### src/rtl/scsi_cmd_pkg.sv
package scsi_cmd_pkg;
  localparam int unsigned DW     = 8;
  localparam int unsigned ADDR_W = 4;

  localparam logic [ADDR_W-1:0] A_TC0   = 4'h0;
  localparam logic [ADDR_W-1:0] A_TC1   = 4'h1;
  localparam logic [ADDR_W-1:0] A_CMD   = 4'h3;
  localparam logic [ADDR_W-1:0] A_STAT  = 4'h4;  // write side: bus ID
  localparam logic [ADDR_W-1:0] A_CAUSE = 4'h5;
  localparam logic [ADDR_W-1:0] A_SEQ   = 4'h6;
  localparam logic [ADDR_W-1:0] A_FLAGS = 4'h7;
  localparam logic [ADDR_W-1:0] A_CFG1  = 4'h8;
  localparam logic [ADDR_W-1:0] A_CFG2  = 4'hB;
  localparam logic [ADDR_W-1:0] A_CFG3  = 4'hC;
  localparam logic [ADDR_W-1:0] A_ID    = 4'hE;

  localparam logic [DW-1:0] CFG1_RST = 8'h07;
  localparam logic [DW-1:0] CHIP_ID  = 8'h04;
  localparam int unsigned   CFG1_MASK_BIT = 6;

  localparam logic [DW-1:0] C_FC  = 8'h08;
  localparam logic [DW-1:0] C_BS  = 8'h10;
  localparam logic [DW-1:0] C_DC  = 8'h20;
  localparam logic [DW-1:0] C_RST = 8'h80;

  localparam int unsigned ST_TC = 4;

  typedef enum logic [3:0] {
    OP_NOP, OP_FLUSH, OP_CHIP_RST, OP_BUS_RST, OP_XFER, OP_CMPL_SEQ,
    OP_MSG_OK, OP_PAD, OP_ATN, OP_SEL, OP_SEL_ATN, OP_SEL_STOP,
    OP_EN_SEL, OP_BAD
  } op_e;
endpackage

### src/rtl/scsi_cmd_decode.sv
module scsi_cmd_decode
  import scsi_cmd_pkg::*;
(
  input  logic [6:0] opcode_i,
  output op_e        op_o,
  output logic       is_sel_o,
  output logic       valid_o
);
  always_comb begin
    unique case (opcode_i)
      7'h00:   op_o = OP_NOP;
      7'h01:   op_o = OP_FLUSH;
      7'h02:   op_o = OP_CHIP_RST;
      7'h03:   op_o = OP_BUS_RST;
      7'h10:   op_o = OP_XFER;
      7'h11:   op_o = OP_CMPL_SEQ;
      7'h12:   op_o = OP_MSG_OK;
      7'h18:   op_o = OP_PAD;
      7'h1A:   op_o = OP_ATN;
      7'h41:   op_o = OP_SEL;
      7'h42:   op_o = OP_SEL_ATN;
      7'h43:   op_o = OP_SEL_STOP;
      7'h44:   op_o = OP_EN_SEL;
      default: op_o = OP_BAD;
    endcase
  end

  assign is_sel_o = (op_o == OP_SEL) || (op_o == OP_SEL_ATN) || (op_o == OP_SEL_STOP);
  assign valid_o  = (op_o != OP_BAD);
endmodule

### src/rtl/scsi_cfg_regs.sv
module scsi_cfg_regs
  import scsi_cmd_pkg::*;
#(
  parameter int unsigned TCW     = 16,
  parameter int unsigned BUSID_W = 3
) (
  input  logic              clk_i,
  input  logic              rst_ni,
  input  logic              soft_rst_i,
  input  logic              wr_en_i,
  input  logic [ADDR_W-1:0] addr_i,
  input  logic [DW-1:0]     wdata_i,
  output logic [DW-1:0]     cfg1_o,
  output logic [DW-1:0]     cfg2_o,
  output logic [DW-1:0]     cfg3_o,
  output logic [BUSID_W-1:0] busid_o,
  output logic [TCW-1:0]    tc_load_o
);
  localparam int unsigned TC_BYTES = TCW / DW;

  // counter reload bytes live at the lowest addresses
  for (genvar k = 0; k < TC_BYTES; k++) begin : g_tc
    logic [DW-1:0] b_q;
    always_ff @(posedge clk_i or negedge rst_ni) begin
      if (!rst_ni)                                   b_q <= '0;
      else if (soft_rst_i)                           b_q <= '0;
      else if (wr_en_i && addr_i == ADDR_W'(k))      b_q <= wdata_i;
    end
    assign tc_load_o[k*DW +: DW] = b_q;
  end

  always_ff @(posedge clk_i or negedge rst_ni) begin
    if (!rst_ni) begin
      cfg1_o  <= CFG1_RST;
      cfg2_o  <= '0;
      cfg3_o  <= '0;
      busid_o <= '0;
    end else if (soft_rst_i) begin
      cfg1_o  <= CFG1_RST;
      cfg2_o  <= '0;
      cfg3_o  <= '0;
      busid_o <= '0;
    end else if (wr_en_i) begin
      unique case (addr_i)
        A_CFG1:  cfg1_o  <= wdata_i;
        A_CFG2:  cfg2_o  <= wdata_i;
        A_CFG3:  cfg3_o  <= wdata_i;
        A_STAT:  busid_o <= wdata_i[BUSID_W-1:0];
        default: ;
      endcase
    end
  end
endmodule

### src/rtl/scsi_irq_ctrl.sv
module scsi_irq_ctrl (
  input  logic clk_i,
  input  logic rst_ni,
  input  logic clear_i,
  input  logic raise_i,
  input  logic lower_i,
  output logic irq_o
);
  // clear beats raise beats lower
  always_ff @(posedge clk_i or negedge rst_ni) begin
    if (!rst_ni)      irq_o <= 1'b0;
    else if (clear_i) irq_o <= 1'b0;
    else if (raise_i) irq_o <= 1'b1;
    else if (lower_i) irq_o <= 1'b0;
  end

  p_raise_sets_r4: assert property (@(posedge clk_i) disable iff (!rst_ni)
    (raise_i && !clear_i) |=> irq_o);

  p_lower_clears_r3: assert property (@(posedge clk_i) disable iff (!rst_ni)
    (lower_i && !raise_i) |=> !irq_o);
endmodule

### src/rtl/scsi_cmd_core.sv
module scsi_cmd_core
  import scsi_cmd_pkg::*;
#(
  parameter int unsigned BUSID_W = 3,
  parameter int unsigned LEN_W   = 16,
  parameter int unsigned TCW     = 16,
  localparam int unsigned N_TGT  = 1 << BUSID_W
) (
  input  logic              clk_i,
  input  logic              rst_ni,
  input  logic              wr_en_i,
  input  logic              rd_en_i,
  input  logic [ADDR_W-1:0] addr_i,
  input  logic [DW-1:0]     wdata_i,
  output logic [DW-1:0]     rdata_o,
  input  logic [N_TGT-1:0]  tgt_present_i,
  input  logic [LEN_W-1:0]  tgt_len_i,
  output logic              irq_o,
  output logic              dma_o,
  output logic              err_o
);
  localparam logic [2:0] SEQ_CMD = 3'd4;

  op_e  op;
  logic is_sel, op_valid;
  logic cmd_wr, cause_rd, soft_rst, tgt_here, len_neg, len_zero;
  logic raise;

  logic [DW-1:0]      cfg1, cfg2, cfg3;
  logic [BUSID_W-1:0] busid;
  logic [TCW-1:0]     tc_load, tc_q;

  logic [DW-1:0] cmd_q, cause_q, flags_q;
  logic [6:0]    stat_q;
  logic [2:0]    seq_q;

  scsi_cmd_decode u_dec (
    .opcode_i (wdata_i[6:0]),
    .op_o     (op),
    .is_sel_o (is_sel),
    .valid_o  (op_valid)
  );

  assign cmd_wr   = wr_en_i && (addr_i == A_CMD);
  assign cause_rd = rd_en_i && (addr_i == A_CAUSE);
  assign soft_rst = cmd_wr && (op == OP_CHIP_RST);
  assign tgt_here = tgt_present_i[busid];
  assign len_neg  = tgt_len_i[LEN_W-1];
  assign len_zero = (tgt_len_i == '0);

  scsi_cfg_regs #(.TCW(TCW), .BUSID_W(BUSID_W)) u_cfg (
    .clk_i      (clk_i),
    .rst_ni     (rst_ni),
    .soft_rst_i (soft_rst),
    .wr_en_i    (wr_en_i),
    .addr_i     (addr_i),
    .wdata_i    (wdata_i),
    .cfg1_o     (cfg1),
    .cfg2_o     (cfg2),
    .cfg3_o     (cfg3),
    .busid_o    (busid),
    .tc_load_o  (tc_load)
  );

  always_comb begin
    raise = 1'b0;
    if (cmd_wr) begin
      unique case (op)
        OP_BUS_RST:                  raise = !cfg1[CFG1_MASK_BIT];
        OP_CMPL_SEQ, OP_MSG_OK:      raise = 1'b1;
        OP_SEL, OP_SEL_ATN, OP_SEL_STOP: raise = 1'b1;
        default:                     raise = 1'b0;
      endcase
    end
  end

  scsi_irq_ctrl u_irq (
    .clk_i   (clk_i),
    .rst_ni  (rst_ni),
    .clear_i (soft_rst),
    .raise_i (raise),
    .lower_i (cause_rd),
    .irq_o   (irq_o)
  );

  always_ff @(posedge clk_i or negedge rst_ni) begin
    if (!rst_ni) begin
      cmd_q <= '0; cause_q <= '0; flags_q <= '0; stat_q <= '0;
      seq_q <= '0; tc_q <= '0; dma_o <= 1'b0; err_o <= 1'b0;
    end else if (soft_rst) begin
      cmd_q <= '0; cause_q <= '0; flags_q <= '0; stat_q <= '0;
      seq_q <= '0; tc_q <= '0; dma_o <= 1'b0; err_o <= 1'b0;
    end else begin
      err_o <= 1'b0;
      // acknowledge first; a command in the same cycle overrides
      if (cause_rd) begin
        cause_q       <= '0;
        stat_q[ST_TC] <= 1'b0;
        seq_q         <= SEQ_CMD;
      end
      if (wr_en_i && (addr_i == A_TC0 || addr_i == A_TC1))
        stat_q[ST_TC] <= 1'b0;
      if (cmd_wr) begin
        cmd_q <= wdata_i;
        if (!op_valid) begin
          err_o <= 1'b1;
        end else begin
          dma_o <= wdata_i[7];
          if (wdata_i[7]) tc_q <= tc_load;
          unique case (op)
            OP_FLUSH: begin
              cause_q <= C_FC; seq_q <= '0; flags_q <= '0;
            end
            OP_BUS_RST: cause_q <= C_RST;
            OP_XFER: if (wdata_i[7]) stat_q[ST_TC] <= 1'b0;
            OP_CMPL_SEQ: begin
              cause_q <= C_FC;
              if (wdata_i[7]) begin
                stat_q <= 7'h17;
                seq_q  <= SEQ_CMD;
              end else begin
                stat_q[2:0] <= 3'b111;
                flags_q     <= 8'd2;
              end
            end
            OP_MSG_OK: begin
              cause_q <= C_DC; seq_q <= '0; flags_q <= '0;
            end
            OP_PAD: begin
              stat_q <= 7'h10; cause_q <= C_FC; seq_q <= '0;
            end
            OP_SEL, OP_SEL_ATN, OP_SEL_STOP: begin
              if (!tgt_here) begin
                stat_q  <= '0;
                cause_q <= C_DC;
                seq_q   <= '0;
              end else begin
                cause_q <= C_BS | C_FC;
                seq_q   <= SEQ_CMD;
                if (op == OP_SEL_STOP)
                  stat_q <= 7'h12;
                else if (!len_zero)
                  stat_q <= {2'b00, 1'b1, 3'b000, !len_neg};
              end
            end
            OP_EN_SEL: cause_q <= '0;
            default: ;
          endcase
        end
      end
    end
  end

  always_comb begin
    rdata_o = '0;
    if (rd_en_i) begin
      unique case (addr_i)
        A_TC0:   rdata_o = tc_q[DW-1:0];
        A_TC1:   rdata_o = tc_q[2*DW-1:DW];
        A_CMD:   rdata_o = cmd_q;
        A_STAT:  rdata_o = {irq_o, stat_q};
        A_CAUSE: rdata_o = cause_q;
        A_SEQ:   rdata_o = {5'b0, seq_q};
        A_FLAGS: rdata_o = flags_q;
        A_CFG1:  rdata_o = cfg1;
        A_CFG2:  rdata_o = cfg2;
        A_CFG3:  rdata_o = cfg3;
        A_ID:    rdata_o = CHIP_ID;
        default: rdata_o = '0;
      endcase
    end
  end

  p_rd_clear_r3: assert property (@(posedge clk_i) disable iff (!rst_ni)
    (cause_rd && !wr_en_i) |=> (cause_q == '0 && seq_q == SEQ_CMD && !stat_q[ST_TC] && !irq_o));

  p_busrst_mask_r5: assert property (@(posedge clk_i) disable iff (!rst_ni)
    (cmd_wr && op == OP_BUS_RST && cfg1[CFG1_MASK_BIT] && !irq_o) |=> (!irq_o && cause_q == C_RST));

  p_sel_absent_r6: assert property (@(posedge clk_i) disable iff (!rst_ni)
    (cmd_wr && is_sel && !tgt_here) |=> (cause_q == C_DC && seq_q == '0 && irq_o));

  p_pad_keeps_irq_r10: assert property (@(posedge clk_i) disable iff (!rst_ni)
    (cmd_wr && op == OP_PAD && !cause_rd) |=> (irq_o == $past(irq_o)));

  p_err_source_r13: assert property (@(posedge clk_i) disable iff (!rst_ni)
    err_o |-> $past(cmd_wr && !op_valid));

  p_err_state_r13: assert property (@(posedge clk_i) disable iff (!rst_ni)
    (cmd_wr && !op_valid && !cause_rd) |=> ($stable(cause_q) && $stable(seq_q) && $stable(stat_q)));
endmodule

### config.mk
export PLATFORM = sky130hd
export DESIGN_NAME = scsi_cmd_core
export DESIGN_NICKNAME = d
export VERILOG_FILES = /design/src/rtl/scsi_cmd_pkg.sv /design/src/rtl/scsi_cmd_decode.sv /design/src/rtl/scsi_cfg_regs.sv /design/src/rtl/scsi_irq_ctrl.sv /design/src/rtl/scsi_cmd_core.sv
export SDC_FILE = /design/constraint.sdc
export NUM_CORES = 1
export LEC_CHECK = 0
export ABC_AREA = 1
export CAP_MARGIN = 25
export CORE_MARGIN = 2
export CORE_UTILIZATION = 52
export DETAILED_ROUTE_END_ITERATION = 12
export DONT_BUFFER_PORTS = 1
export PLACE_DENSITY = 0.64
export SYNTH_ARGS = -nofsm -noshare
export SYNTH_HDL_FRONTEND = slang
export SYNTH_SLANG_ARGS = --single-unit
export TNS_END_PERCENT = 30
### constraint.sdc
create_clock -name clk_i -period 2.05 [get_ports clk_i]
set_clock_uncertainty 0.05 [all_clocks]
set_input_delay 0 -clock clk_i [delete_from_list [all_inputs] [get_ports clk_i]]
set_output_delay 0 -clock clk_i [all_outputs]
set_load 0.005 [all_outputs]
# ---- Word level (Yosys, flattened, before mapping)
# Cells that the tools add are included.
# W data, S select, Z words.
dict set report totals {
  regBits 96
  word_cells 163
  out_inout_bits 11
  inputBits 40
}
dict set report op_classes {
  muxes 69
  n_eq_ne 37
  magnitude_cmp 1
  n_reduce_logical 39
}
# operator count
set ops {}
lappend ops {{$mux W8} 24}
lappend ops {{$pmux W8 S11} 1}
lappend ops {{$mux W16} 4}
lappend ops {{$pmux W4 S13} 1}
lappend ops {{$mux W7} 6}
lappend ops {{$pmux W8 S5} 1}
lappend ops {{$eq A7 B5 Y1 const B} 5}
lappend ops {{$eq A4 B3 Y1 const B} 8}
lappend ops {{$eq A4 B4 Y1 const B} 8}
lappend ops {{$eq A7 B7 Y1 const B} 4}
lappend ops {{$mux W3} 9}
lappend ops {{$reduce_bool A2 Y1} 10}
lappend ops {{$logic_not A16 Y1} 1}
lappend ops {{$pmux W8 S2} 1}
lappend ops {{$eq A7 B2 Y1 const B} 2}
lappend ops {{$mux W1} 14}
lappend ops {{$eq A4 B2 Y1 const B} 3}
lappend ops {{$pmux W4 S3} 1}
lappend ops {{$reduce_and A2 Y1} 5}
lappend ops {{$pmux W3 S3} 1}
lappend ops {{$reduce_or A3 Y1} 3}
lappend ops {{$eq A4 B1 Y1 const B} 2}
lappend ops {{$reduce_and A4 Y1} 2}
lappend ops {{$eq A7 B1 Y1 const B} 1}
lappend ops {{other kinds (21)} 29}

# ---- Logic depth before layout (Yosys ltp)
dict set report logic_depth {
  word_depth 11
  mapped_depth 15
}

# ---- By module
# From an unflattened synthesis, not the netlist that was laid out.
dict set report unflattened {
  hier_cells 684
  area_unflattened_um2 4959.8
}
# module cells_each area_each_um2 n_inst seq_area_each_um2
set by_module_without_submodules {}
lappend by_module_without_submodules {scsi_cmd_core 402 2747.6 1 1051.0}
lappend by_module_without_submodules {scsi_cfg_regs 224 1905.6 1 1079.8}
lappend by_module_without_submodules {scsi_cmd_decode 53 261.5 1 0.0}
lappend by_module_without_submodules {scsi_irq_ctrl 5 45.0 1 25.0}

# ---- Worst setup path after synthesis
# OpenSTA, ideal clock, no wires.
dict set report synth_timing {
  path_kind {reg-to-reg}
  start {register u_cfg.busid_o[0]}
  end {register stat_q[0]}
  setup_slack_ns 0.482
  period_less_slack_ns 1.568
  n_path_buf 0
  setup_time_ns 0.117
  t_arrival_ns 1.401
  stages_incl_launch_ff 15
  path_cell_list {dfrtp_1 inv_1 nand2_1 nand3_1 nand2_1 nand2_1 nand2_1 nor2_1 inv_1 nor2_1 nor2_1 nand2_1 nand2_1 nand3_1 nand2_1}
}
dict set report synth_via {
  elab_chain_cells 7
  elab_cells_between_ends 9
}
# item line_no
set synth_lines {}
lappend synth_lines {{start, declared} scsi_cfg_regs.sv:16} ;# output logic [BUSID_W-1:0] busid_o,
lappend synth_lines {{start signal, assigned} scsi_cfg_regs.sv:48} ;# A_STAT: busid_o <= wdata_i[BUSID_W-1:0];
lappend synth_lines {{$bmux W1 S3 (*)} scsi_cmd_core.sv:47} ;# assign tgt_here = tgt_present_i[busid];
lappend synth_lines {{$mux W1 (not written as such) (*)} scsi_cmd_core.sv:47}
lappend synth_lines {{$mux W7} scsi_cmd_core.sv:133} ;# if (!tgt_here) begin
lappend synth_lines {{$pmux W4 S3} scsi_cmd_core.sv:110} ;# unique case (op)
lappend synth_lines {{$mux W7} scsi_cmd_core.sv:105} ;# if (!op_valid) begin
lappend synth_lines {{$mux W7} scsi_cmd_core.sv:103} ;# if (cmd_wr) begin
lappend synth_lines {{$mux W7} scsi_cmd_core.sv:90} ;# end else if (soft_rst) begin
lappend synth_lines {{end signal, assigned} scsi_cmd_core.sv:143} ;# stat_q <= {2'b00, 1'b1, 3'b000, !len_neg};
lappend synth_lines {{end, declared} scsi_cmd_core.sv:34} ;# logic [6:0] stat_q;
# Mark *: on every way between the ends. The rest lies on a longest branch, timed or not. The select of a mux whose other input is x is not followed.
# A chain may end at the register's enable or synchronous reset.

# ---- Final worst setup path
dict set report layout_timing {
  start {input port wdata_i[0]}
  end {register u_cfg.cfg1_o[0]}
}
dict set report layout_via {
  elab_chain_cells 6
  elab_cells_between_ends 22
}
# item line_no
set layout_lines {}
lappend layout_lines {{start, declared} scsi_cmd_core.sv:14} ;# input logic [DW-1:0] wdata_i,
lappend layout_lines {{$eq A7 B7 Y1, or another cell as far along} scsi_cmd_decode.sv:10} ;# unique case (opcode_i)
lappend layout_lines {{$pmux W4 S13} scsi_cmd_decode.sv:10}
lappend layout_lines {{$eq A4 B2 Y1} scsi_cmd_core.sv:46} ;# assign soft_rst = cmd_wr && (op == OP_CHIP_RST);
lappend layout_lines {{$logic_and A1 B1 Y1} scsi_cmd_core.sv:46}
lappend layout_lines {{$reduce_bool A2 Y1 (no line)} n/a}
lappend layout_lines {{$reduce_and A2 Y1 (no line)} n/a}
lappend layout_lines {{end signal, assigned} scsi_cfg_regs.sv:45} ;# A_CFG1: cfg1_o <= wdata_i;
lappend layout_lines {{end, declared} scsi_cfg_regs.sv:13} ;# output logic [DW-1:0] cfg1_o,
# Parallel ways exist; a longest one is shown, timed or not. The select of a mux whose other input is x is not followed.

==> impl_metrics.yaml <==
outcome:
  status: "finished clean"
floorplan:
  die_x_um: 97.3
  core.rowCount: 34
  die-area_sq_mm: 0.00948
  io_pins: 51
  die_h_um: 97.3
  start_util: 0.527
  core_area_sq_mm: 0.00859
sta:
  slew_viol_final: 0
  fmax_mhz: 517
  hold_viol: 0
  worst_slew_pin_slew_ns: 0.667
  period_share: 0.943
  setup_viol: 0
  tns_ns: 0
  max-slew-margin-rel: 0.555
  fin_crit_ns: 1.93
drt:
  viasPerCell: 5.65
  wl_um: 12800
  drt_iter0_markers: 420
  wl_per_cell_um: 17.5
  vias: 4120
  route.detailed.drc: 0
  dr.pass1.iters: 5
  ant_nets: 0
cells_and_area:
  stdcell_area_sq_mm: 0.00506
  nNetsFinal: 657
  antenna_cells: 0
  syn_to_final_growth_pct: 11.7
  drive_gt1_frac: 0.137
  fill_cells: 835
clock_tree:
  cts_made_buffers: 9
  cts_sinks: 86
  root_buffer: "clkbuf_8"
  clock_latency_ns: 0.36
  htree_levels: 3
  clock_path_buffers: 2
  clk_pin_slew_ns: 0.09
  cts_tree: "built"
synthesis:
  synth_area_per_cell_sq_um: 7.64
  synthArstFlopShare: 1.00
  synth_edf_count: 0
  synth_area_sq_mm: 0.00453
  ys_top_cells_by_count: "nand2_1, dfrtp_1, inv_1"
  yosysTopAreaCellShare: 0.458
  synth-main-ff-cell: "dfrtp_1"
  synth_top_area_cell: "dfrtp_1"
  synthDistinctLibCells: 37
  ys_seq_area_frac: 0.476
  synth.top_cells.by_area: "dfrtp_1, nand2_1, inv_1"
  yosysMostFrequentCell: "nand2_1"
  synthesis.instances: 593
  synth_warnings: 0
  synth-seq-cells: 86
  synth_nets: 633
global_routing:
  grt_max_degree: 87
  grt_pass1_vias: 4000
  grt_use_total: 0.281
  antenna_found_initial: 0
  grt_pass1_wl_um: 20800
  overflow: 0
critical_path:
  cpMaxStageDelayCell: "dlygate4sd3_1"
  endpoint_kind: "flip-flop"
  critPathMaxStageDelay_ns: 0.67
  cp.required_ns: 2.29
  r2r_cells: 14
  crit_arrival_ns: 2.17
  crit_chain: "dlygate4sd3_1 > inv_2 > nand2_1 > nor2_2 > nand2_1 > nor2_4 > buf_4 > a21oi_2 > inv_2 > o21ai_0 > o21ai_0"
  worstSetupPathType: "in2reg"
  r2r-end: "stat_q[0]"
  reg2reg_slack_ns: 0.25
  critPathMaxFanout: 13
  rr_startpoint: "u_cfg.busid_o[0]"
  crit_start: "wdata_i[0]"
  start_kind: "primary input"
hold_path:
  hp-class: "in2reg"
  hold_depth: 5
  whs_endpoint: "stat_q[4]"
  min_from: "wdata_i[5]"
power:
  ir_drop_v: 0.000402
  static-leakage-power_nw: 2.58
  power_density_mw_per_mm2: 787
run:
  maxCapViolations: 0
placement:
  gp_congestion: 0.966
  dpl.hpwl_um: 9000
  port_buffers: 0
  post_dp_cell_area_sq_mm: 0.00466
[where the power goes]
| part | internal [W] | switching (W) | leakage (nW) |
|---|---|---|---|
| sequential | 0.00199 | 0.000138 | 1.02 |
| combinational | 0.000232 | 0.000395 | 1.47 |
| clock | 0.000570 | 0.000658 | 0.0976 |
[area by class of cell]
type	count	area [sq um]	share of cell area
clock buffer	9	124	0.0245
tap	108	135	0.0267
clock inverter	6	71.3	0.0141
inverter	97	364	0.0720
sequential	86	2160	0.426
timing repair buffer	27	253	0.0500
multi-input combinational	396	1960	0.387
[flip-flops by register name (all words and copies together), names as in the netlist]
signal          count
tc_q               16
u_cfg.g_tc.b_q     16
cause_q             8
cmd_q               8
u_cfg.cfg1_o        8
u_cfg.cfg2_o        8
u_cfg.cfg3_o        8
stat_q              4
seq_q               3
u_cfg.busid_o       3
dma_o               1
err_o               1
flags_q             1
u_irq.irq_o         1
[stage by stage]
stage	instances	power (W)	setup WS, ns	utilization	hold WS (ns)
after CTS	722	0.00394	0.0658	0.577	-0.734
after floorplan	593	0.00255	0.482	-	-0.346
after detailed placement	697	0.00271	0.233	0.543	-0.343
after global placement	697	0.00268	0.360	0.543	-0.342
after global routing	729	0.00420	-0.00423	0.589	0.0462
final	729	0.00398	0.117	0.589	0.0185
[cell usage in the layout (no fill, tap or decap), drive strengths merged, types with 2 or more instances in the layout]
cell type    Yosys  routed
a221oi           5       5
dlygate4sd3      0      10
nand2          134     134
o21ai           87      87
nand3           43      43
clkbuf           3       9
dfstp            3       3
o22ai           11      11
clkinv           0       2
nand4            4       4
nor2            70      70
nor3             7       7
a31oi            4       4
mux2             2       2
inv             97      99
dfrtp           83      83
a41oi            2       2
a21oi           19      19
buf             11      16
[routing by layer]
| metal | global-route usage | vias to the layer above | part of all wire |
|---|---|---|---|
| met5 | 0 | - | 0 |
| met4 | 0.0769 | 0 | 0.018 |
| met3 | 0.0676 | 24 | 0.092 |
| met2 | 0.443 | 190 | 0.45 |
| met1 | 0.393 | 1934 | 0.44 |
| li1 | - | 1972 | - |
[worst max-delay path: cells and delay by family]
| kind | cells | cell delay (ns) |
|---|---|---|
| AO/OA/AOI/OAI | 3 | 0.69 |
| AND/OR/NAND/NOR | 4 | 0.42 |
| buffers and inverters | 4 | 1.06 |
[worst max-delay path by stage]
stage	endpoint	slack, ns	cells past startpoint
floorplan	stat_q[0]	0.48	14
CTS	u_cfg.cfg2_o[6]	0.07	9
detailed placement	stat_q[0]	0.23	14
global route	cause_q[6]	-0.004	15
finish	u_cfg.cfg1_o[0]	0.12	11
global placement	stat_q[0]	0.36	14
[timing repair]
item | CTS | global route
hold buffers | 10 | 2
buffers inserted | 0 | 5
endpoints found under the setup margin | 0 | 40
resized for setup | 0 | 6
hold endpoints to repair | 138 | 86
[kinds of logic after synthesis]
family	share of synthesized area
AO/OA/AOI/OAI	0.167
buffers and inverters	0.0975
multiplexers	0.00497
flip-flops	0.476
AND/OR/NAND/NOR	0.255
No activity file was read; power rests on OpenSTA's default activity.
